===== src/rtl/hex_rec_loader.sv =====
module hex_rec_loader #(
  parameter int ADDR_DIGITS = 4,
  parameter int CNT_W       = 16
) (
  input  logic                     clk,
  input  logic                     rst,
  input  logic                     in_valid,
  input  logic [7:0]               in_char,
  output logic                     wr_en,
  output logic [4*ADDR_DIGITS-1:0] wr_addr,
  output logic [7:0]               wr_data,
  output logic                     err
);
  localparam int AW = 4 * ADDR_DIGITS;
  localparam int DW = $clog2(ADDR_DIGITS + 1);

  typedef enum logic [3:0] {
    ST_ADDR = 4'd0, ST_ASP, ST_CNT0, ST_CNT, ST_CMT1,
    ST_DHI, ST_DLO, ST_DSEP, ST_CMT2, ST_SKIP
  } st_t;

  st_t             st, st_n;
  logic [AW-1:0]   addr_q;
  logic [CNT_W-1:0] cnt_q;
  logic [DW-1:0]   dig_q;
  logic [3:0]      hi_q;
  logic            bad, wr_go;

  wire is_dig = (in_char >= 8'h30) && (in_char <= 8'h39);
  wire is_af  = (in_char >= 8'h41) && (in_char <= 8'h46);
  wire hex_ok = is_dig || is_af;
  wire is_sp  = (in_char == 8'h20);
  wire is_lf  = (in_char == 8'h0A);
  wire [3:0] nib = is_af ? in_char[3:0] + 4'd9 : in_char[3:0];
  wire last_dig = (dig_q == DW'(ADDR_DIGITS - 1));

  always_comb begin
    st_n  = st;
    bad   = 1'b0;
    wr_go = 1'b0;
    case (st)
      ST_ADDR:  if (!hex_ok) bad = 1'b1; else if (last_dig) st_n = ST_ASP;
      ST_ASP:   if (!is_sp) bad = 1'b1; else st_n = ST_CNT0;
      ST_CNT0:  if (!hex_ok) bad = 1'b1; else st_n = ST_CNT;
      ST_CNT:   if (is_sp) st_n = ST_CMT1; else if (!hex_ok) bad = 1'b1;
      ST_CMT1:  if (is_lf) st_n = (cnt_q == '0) ? ST_ADDR : ST_DHI;
      ST_DHI:   if (!hex_ok) bad = 1'b1; else st_n = ST_DLO;
      ST_DLO:   if (!hex_ok) bad = 1'b1;
                else begin
                  st_n  = ST_DSEP;
                  wr_go = 1'b1;
                end
      ST_DSEP:  if (!is_sp) bad = 1'b1;
                else st_n = (cnt_q == '0) ? ST_CMT2 : ST_DHI;
      ST_CMT2,
      ST_SKIP:  if (is_lf) st_n = ST_ADDR;
      default:  st_n = ST_ADDR;
    endcase
    if (bad) st_n = is_lf ? ST_ADDR : ST_SKIP;
  end

  always_ff @(posedge clk) begin
    if (rst) begin
      st      <= ST_ADDR;
      dig_q   <= '0;
      addr_q  <= '0;
      cnt_q   <= '0;
      hi_q    <= '0;
      wr_en   <= 1'b0;
      wr_addr <= '0;
      wr_data <= '0;
      err     <= 1'b0;
    end else begin
      wr_en <= 1'b0;
      err   <= 1'b0;
      if (in_valid) begin
        st    <= st_n;
        err   <= bad;
        wr_en <= wr_go;
        if (st == ST_ADDR && hex_ok) begin
          addr_q <= {addr_q[AW-5:0], nib};
          dig_q  <= last_dig ? '0 : dig_q + DW'(1);
        end
        if (bad) dig_q <= '0;
        if (st == ST_CNT0 && hex_ok) cnt_q <= CNT_W'(nib);
        if (st == ST_CNT && hex_ok) cnt_q <= {cnt_q[CNT_W-5:0], nib};
        if (st == ST_DHI && hex_ok) hi_q <= nib;
        if (wr_go) begin
          wr_addr <= addr_q;
          wr_data <= {hi_q, nib};
          addr_q  <= addr_q + AW'(1);
          cnt_q   <= cnt_q - CNT_W'(1);
        end
      end
    end
  end
endmodule


===== config.mk =====
export PLATFORM = sky130hd
export DESIGN_NAME = hex_rec_loader
export DESIGN_NICKNAME = d
export VERILOG_FILES = /design/src/rtl/hex_rec_loader.sv
export SDC_FILE = /design/constraint.sdc
export NUM_CORES = 1
export LEC_CHECK = 0
export CORE_MARGIN = 5
export CORE_UTILIZATION = 30
export CTS_CLUSTER_SIZE = 40
export DETAILED_ROUTE_END_ITERATION = 6
export GPL_ROUTABILITY_DRIVEN = 1
export PLACE_DENSITY = 0.58
export SYNTH_ARGS = -nofsm -noshare
export SYNTH_HDL_FRONTEND = slang
export SYNTH_SLANG_ARGS = --single-unit

===== constraint.sdc =====
create_clock -name clk -period 5.9 [get_ports clk]
set_input_delay 0.59 -clock clk [delete_from_list [all_inputs] [get_ports clk]]
set_output_delay 0.59 -clock clk [all_outputs]
set_load 0.01 [all_outputs]

Word-level counts from Yosys, hierarchy flattened

Cells that the tools add are included.

Flip-flop bits (word level): 69
Latch bits: 0
Memory bits (writable): 0
ROM bits: 0
Bits of input ports: 11
Word-level logic and storage cells: 92
Memories: 0

Add/subtract/negate cells: 4
$mul: 0
Divide/modulo/power cells: 0
$lt $le $gt $ge: 4
Equality and inequality tests: 22
Shift-type cells: 0
Multiplexer cells: 30
Bitwise gates (word level): 1
Reductions and logical operators: 22

Operators with widths:

| cell                                                                              | count |
|---|---|
| 16-bit two-way mux                                                                | 5 |
| 4-bit two-way mux                                                                 | 14 |
| 4-bit one-hot mux with 9 select lines                                             | 1 |
| 3-bit inequality test (second input constant)                                     | 10 |
| 16-bit by 1-bit adder with 16-bit output (second input constant)                  | 1 |
| 4-bit by 3-bit == test with 1-bit output (second input constant)                  | 4 |
| 16-bit zero test                                                                  | 1 |
| 16-bit by 1-bit subtractor with 16-bit output (second input constant)             | 1 |
| 3-bit two-way mux                                                                 | 4 |
| 11-bit AND reduction                                                              | 1 |
| 2-bit AND reduction                                                               | 5 |
| 4-bit by 2-bit == test with 1-bit output (second input constant)                  | 2 |
| 4-bit == test (second input constant)                                             | 2 |
| 8-bit by 4-bit == test with 1-bit output (second input constant)                  | 1 |
| 8-bit by 6-bit == test with 1-bit output (second input constant)                  | 1 |
| 8-bit by 6-bit >= comparator with 1-bit output (second input constant)            | 1 |
| 8-bit by 7-bit >= comparator with 1-bit output (second input constant)            | 1 |
| 8-bit by 6-bit less-or-equal comparator with 1-bit output (second input constant) | 1 |
| 8-bit by 7-bit less-or-equal comparator with 1-bit output (second input constant) | 1 |
| 1-bit logical AND                                                                 | 6 |
| 2-bit OR reduction                                                                | 3 |
| 1-bit two-way mux                                                                 | 5 |
| 4-bit adder (second input constant)                                               | 1 |
| 4-bit by 1-bit == test with 1-bit output (second input constant)                  | 1 |
| 9 further kinds                                                                   | 10 |

Depth between registers and ports, before layout

Word-level depth: 8
Mapped depth: 10
Gate-level depth less buffers: 8

Worst setup path after synthesis

OpenSTA, ideal clock, no wires.

Path type: input to register
From: input port in_char[1]
To: register cnt_q[12]
Library setup time: 128 ps
Arrival time: 2456 ps
Required time: 5772 ps
Setup slack: 3316 ps
Stages on the path: 10
Buffers on the path: 2
Cells stage by stage: inv_1 > ha_1 > or4b_4 > and4b_4 > buf_6 > o21ai_4 > buf_4 > o21ai_1 > a22oi_1 > nor2_1

Longest elaborated chain between the ends: 7
Elaborated cells on any way between the ends: 15
Classes of those cells: order compare (4); mux (4); reduce/logical (7)

RTL lines:

| item                                                                         | line   | text |
|---|---|---|
| from (decl)                                                                  | 8      | `input logic [7:0] in_char,` |
| 8-bit by 6-bit >= comparator with 1-bit output, or another cell as far along | 29     | `wire is_dig = (in_char >= 8'h30) && (in_char <= 8'h39);` |
| 1-bit logical AND, on equally long branches                                  | 29, 30 |  |
| 1-bit logical OR (*)                                                         | 31     | `wire hex_ok = is_dig \|\| is_af;` |
| 1-bit two-way mux                                                            | 48     | `ST_DLO: if (!hex_ok) bad = 1'b1;` |
| 1-bit two-way mux                                                            | 41     | `case (st)` |
| 3-bit nonzero test (no source line)                                          | n/a    |  |
| 2-bit AND reduction (no source line)                                         | n/a    |  |
| to (signal assigned)                                                         | 85     | `if (st == ST_CNT0 && hex_ok) cnt_q <= CNT_W'(nib);` |
| to (signal assigned)                                                         | 86     | `if (st == ST_CNT && hex_ok) cnt_q <= {cnt_q[CNT_W-5:0], nib};` |
| to (signal assigned)                                                         | 92     | `cnt_q <= cnt_q - CNT_W'(1);` |
| to (decl)                                                                    | 24     | `logic [CNT_W-1:0] cnt_q;` |

Every way passes the cells marked *; elsewhere a longest branch is shown, timed or not.
A chain may end at the register's enable or synchronous reset.

Worst setup path after layout

From: input port in_char[1]
To: register addr_q[15]

Longest elaborated chain between the ends: 7
Elaborated cells on any way between the ends: 13
Classes of those cells: order compare (4); mux (3); reduce/logical (6)

RTL lines:

| item                                                                         | line   | text |
|---|---|---|
| 8-bit by 6-bit >= comparator with 1-bit output, or another cell as far along | 29     |  |
| 1-bit logical AND, on equally long branches                                  | 29, 30 |  |
| 1-bit logical OR (*)                                                         | 31     |  |
| 1-bit two-way mux                                                            | 48     |  |
| 1-bit two-way mux                                                            | 41     |  |
| 2-bit nonzero test (no source line)                                          | n/a    |  |
| 2-bit AND reduction (no source line)                                         | n/a    |  |
| to (signal assigned)                                                         | 81     | `addr_q <= {addr_q[AW-5:0], nib};` |
| to (signal assigned)                                                         | 91     | `addr_q <= addr_q + AW'(1);` |
| to (decl)                                                                    | 23     | `logic [AW-1:0] addr_q;` |

Marked as above.

==> run_results.csv <==
group,metric,value,unit
route,ant_nets,0,
final_layout,seq_area,1380,um^2
synthesis,synthFlopType,"sky130_fd_sc_hd__dfxtp_1",
final_layout,area_delta_synth_final,17.9,%
final_layout,fillers,1396,
grt,global_route_wire_length_before_repair,17.3,mm
worst_setup_path,arrival,3750,ps
clock_tree,clkSinkCount,69,
clock_tree,tritoncts,"done",
route,wl_per_cell,14.3,um
clock_tree,clock_path_buffers,2,
route,drtIter0Drc,347,
synthesis,synth_enable_flop_cells,0,
synthesis,synth.lib_cells_used.distinct,68,
route,dr_pass1_iterations,4,
placed_design,detailed_place_hpwl,7.10,mm
clock_tree,htree_levels,3,
sta,fin_tns_setup,0,ps
clock_tree,cts_repair_resize_count,0,
sta,max_slew.worst_pin.slew,1150,ps
synthesis,synth_top_area_frac,0.344,
sta,fin_skew,6.58,ps
worst_setup_path,crit_chain,"clkdlybuf4s50_1 -> inv_1 -> ha_1 -> or4b_4 -> and4b_4 -> o21ai_4 -> nor4_1 -> a2111oi_2",
worst_setup_path,worstSetupPathType,"in2reg",
worst_setup_path,kind_of_start_point_of_the_critical_path,"input port",
synthesis,synthesis.area,4020,um^2
synthesis,synth-async-reset-ratio,0,
synthesis,synth.ff_latch_count,69,
worst_setup_path,cp-end-kind,"flip-flop",
placed_design,cell_count_after_placement,697,
clock_tree,ctsHoldBuffers,0,
grt,grt_max_degree,66,
synthesis,synth_sequential_area_ratio,0.344,
run,max_cap_viol_count,0,
clock_tree,cts_root_buf,"sky130_fd_sc_hd__clkbuf_16",
final_layout,n_antenna_cell,0,
grt,groute.usage.overall,0.130,
grt,grt_antenna_before_repair,0,
sta,worst_slew_margin_rel,0.233,
final_layout,layout-drive-gt1-share,0.0931,
clock_tree,post-cts-setup-buffers,0,
floorplan,die_area,15800,um^2
worst_setup_path,timing.critical_path.slowest_stage_cell,"sky130_fd_sc_hd__o21ai_4",
worst_setup_path,max_stage_delay,850,ps
sta,final.period_utilization,0.598,
route,drc_errors,0,
sta,setup-violations-final,0,
floorplan,top_level_ports,37,
route,routed_wirelength,10.2,mm
pwr,leakage,1.52,nW
worst_setup_path,cp-startpoint,"in_char[1]",
floorplan,core_area,13200,um^2
final_layout,finalNonFillerCells,713,
worst_setup_path,path_max_fanout,46,
worst_setup_path,r2r-start,"st[0]$_SDFFE_PP0P_",
grt,number_of_global_route_vias_before_repair,3627,
outcome,outcome,"completed",
pwr,power_per_cell_area,232,nW/um^2
final_layout,multi_input_area,2380,um^2
placed_design,detailed_place.area,4450,um^2
clock_tree,numCtsBuffers,9,
synthesis,netlist_instances,516,
floorplan,chipHeight,126,um
sta,achievable-frequency,283,MHz
pwr,vdd.ir_drop.worst,0.148,mV
sta,slew_violations,0,
grt,overflow,0,
sta,finalWorstPathRequiredPeriod,3530,ps
synthesis,yosys-top-cells-area,"sky130_fd_sc_hd__dfxtp_1, sky130_fd_sc_hd__nand2_1, sky130_fd_sc_hd__a21oi_1, sky130_fd_sc_hd__nor2_1, sky130_fd_sc_hd__o21ai_1",
clock_tree,clk_transition_reported_paths,60,ps
route,post_drt_via_cell_ratio,5.29,
sta,rsz0062_at_grt,"no",
worst_setup_path,required,6120,ps
synthesis,synthesized_area_per_cell,7.78,um^2
hold_path,worst_hold_path_type,"reg2reg",
hold_path,hold_wc_startpoint,"wr_addr[2]$_SDFFE_PP0P_",
synthesis,yosys_warnings,0,
final_layout,design.final.nets,550,
floorplan,placementRows,42,
final_layout,final_design_area_no_fill,4740,um^2
route,detailroute.via_count,3775,
synthesis,synth_nets,534,
clock_tree,worstSkewPairLatency,330,ps
floorplan,initial_util,0.304,
floorplan,chipWidth,126,um
placed_design,gp_routability_congestion,0.909,
synthesis,synthDominantAreaCellType,"sky130_fd_sc_hd__dfxtp_1",
sta,hold_viol,0,
placed_design,i_o_buffers,36,
-- layout by cell type, fill, tap and decap left out, types with 3 or more instances in the layout --
master                             n
sky130_fd_sc_hd__nand2_1          76
sky130_fd_sc_hd__dfxtp_1          69
sky130_fd_sc_hd__nor2_1           47
sky130_fd_sc_hd__a21oi_1          45
sky130_fd_sc_hd__clkdlybuf4s50_1  35
sky130_fd_sc_hd__inv_1            25
sky130_fd_sc_hd__o21ai_1          23
sky130_fd_sc_hd__o21ai_0          18
sky130_fd_sc_hd__nand3_1          13
sky130_fd_sc_hd__a211oi_1         13
sky130_fd_sc_hd__nor3_1           11
sky130_fd_sc_hd__a22oi_1          11
sky130_fd_sc_hd__and3_1           10
sky130_fd_sc_hd__nor4_1            9
sky130_fd_sc_hd__nand4_1           9
sky130_fd_sc_hd__clkbuf_16         9
sky130_fd_sc_hd__o32ai_1           7
sky130_fd_sc_hd__ha_1              7
sky130_fd_sc_hd__or3_1             6
sky130_fd_sc_hd__a211oi_2          5
sky130_fd_sc_hd__o211ai_1          5
sky130_fd_sc_hd__nor2b_1           4
sky130_fd_sc_hd__and2_1            4
sky130_fd_sc_hd__xnor2_1           4
sky130_fd_sc_hd__nor3b_1           3
sky130_fd_sc_hd__o22ai_1           3
sky130_fd_sc_hd__nand2b_1          3
sky130_fd_sc_hd__or2_1             3
sky130_fd_sc_hd__a21boi_0          3
sky130_fd_sc_hd__mux2_2            3
sky130_fd_sc_hd__buf_4             3
-- critical path, delay by kind of cell --
family	cells	cell delay, ps
compound gates	2	1250
buf+inv	2	660
simple gates	3	1000
fa+ha+maj	1	230
-- state kept, by name (all words and copies together) (netlist names) --
register	flops
err	1
wr_en	1
cnt_q	16
addr_q	16
wr_addr	16
wr_data	8
hi_q	4
dig_q	3
st	4
-- report_power, final --
part           switching, mW  internal, mW  total, mW
Combinational         0.0649        0.0375      0.102
Clock                  0.206         0.307      0.513
Sequential            0.0128         0.471      0.484
Total                  0.283         0.816       1.10
-- per-layer routing --
layer / vias up / global-route usage / part of all wire
met5: - / 0 / 0
met4: 0 / 0.0478 / 0.021
met3: 10 / 0.0334 / 0.034
met2: 71 / 0.220 / 0.49
met1: 1784 / 0.161 / 0.46
li1: 1910 / - / -
-- kinds of logic (layout without fill, tap and decap cells) --
kind of cell	count (synthesis)	in the layout	synth area share
simple gates	210	210	0.260
compound gates	162	162	0.288
flops	69	69	0.344
buf+inv	59	80	0.0642
fa+ha+maj	7	7	0.0218
mux	5	5	0.0134
xor+xnor	4	4	0.00872
-- cells in the mapped netlist (all sizes together), types with 3 or more instances --
cell type,count
a211oi,18
a21boi,3
a21oi,47
a22oi,11
and2,4
and3,10
buf,13
clkbuf,21
dfxtp,69
ha,7
inv,25
mux2,3
nand2,76
nand2b,3
nand3,13
nand4,9
nor2,48
nor2b,4
nor3,13
nor3b,3
nor4,9
o211ai,6
o21ai,43
o22ai,3
o32ai,7
or2,4
or3,6
xnor2,4
-- final timing paths --
check	to	slack, ps	cells after the start
min reg2reg	wr_addr[2]$_SDFFE_PP0P_	450	2
max	addr_q[15]$_SDFFE_PP0P_	2370	8
max reg2reg	addr_q[11]$_SDFFE_PP0P_	3250	6
min	wr_addr[2]$_SDFFE_PP0P_	450	2
-- metrics by stage --
step / hold WS, ps / total power [mW] / worst slack [ps] / util
floorplan: 432 / 0.566 / 3320 / -
global placement: 443 / 0.594 / 2110 / 0.337
detailed placement: 449 / 0.595 / 2010 / 0.337
CTS: 457 / 1.11 / 2330 / 0.359
global route: 467 / 1.15 / 2170 / 0.359
finish: 454 / 1.10 / 2370 / 0.359
-- cell type report --
cell class / count / area share
timing repair buffer: 39 / 0.0798
multi-input combinational: 388 / 0.502
clock buffer: 11 / 0.0534
sequential: 69 / 0.292
clock inverter: 5 / 0.00713
inverter: 25 / 0.0198
tap: 176 / 0.0465
(Power assumes the default switching activity.)
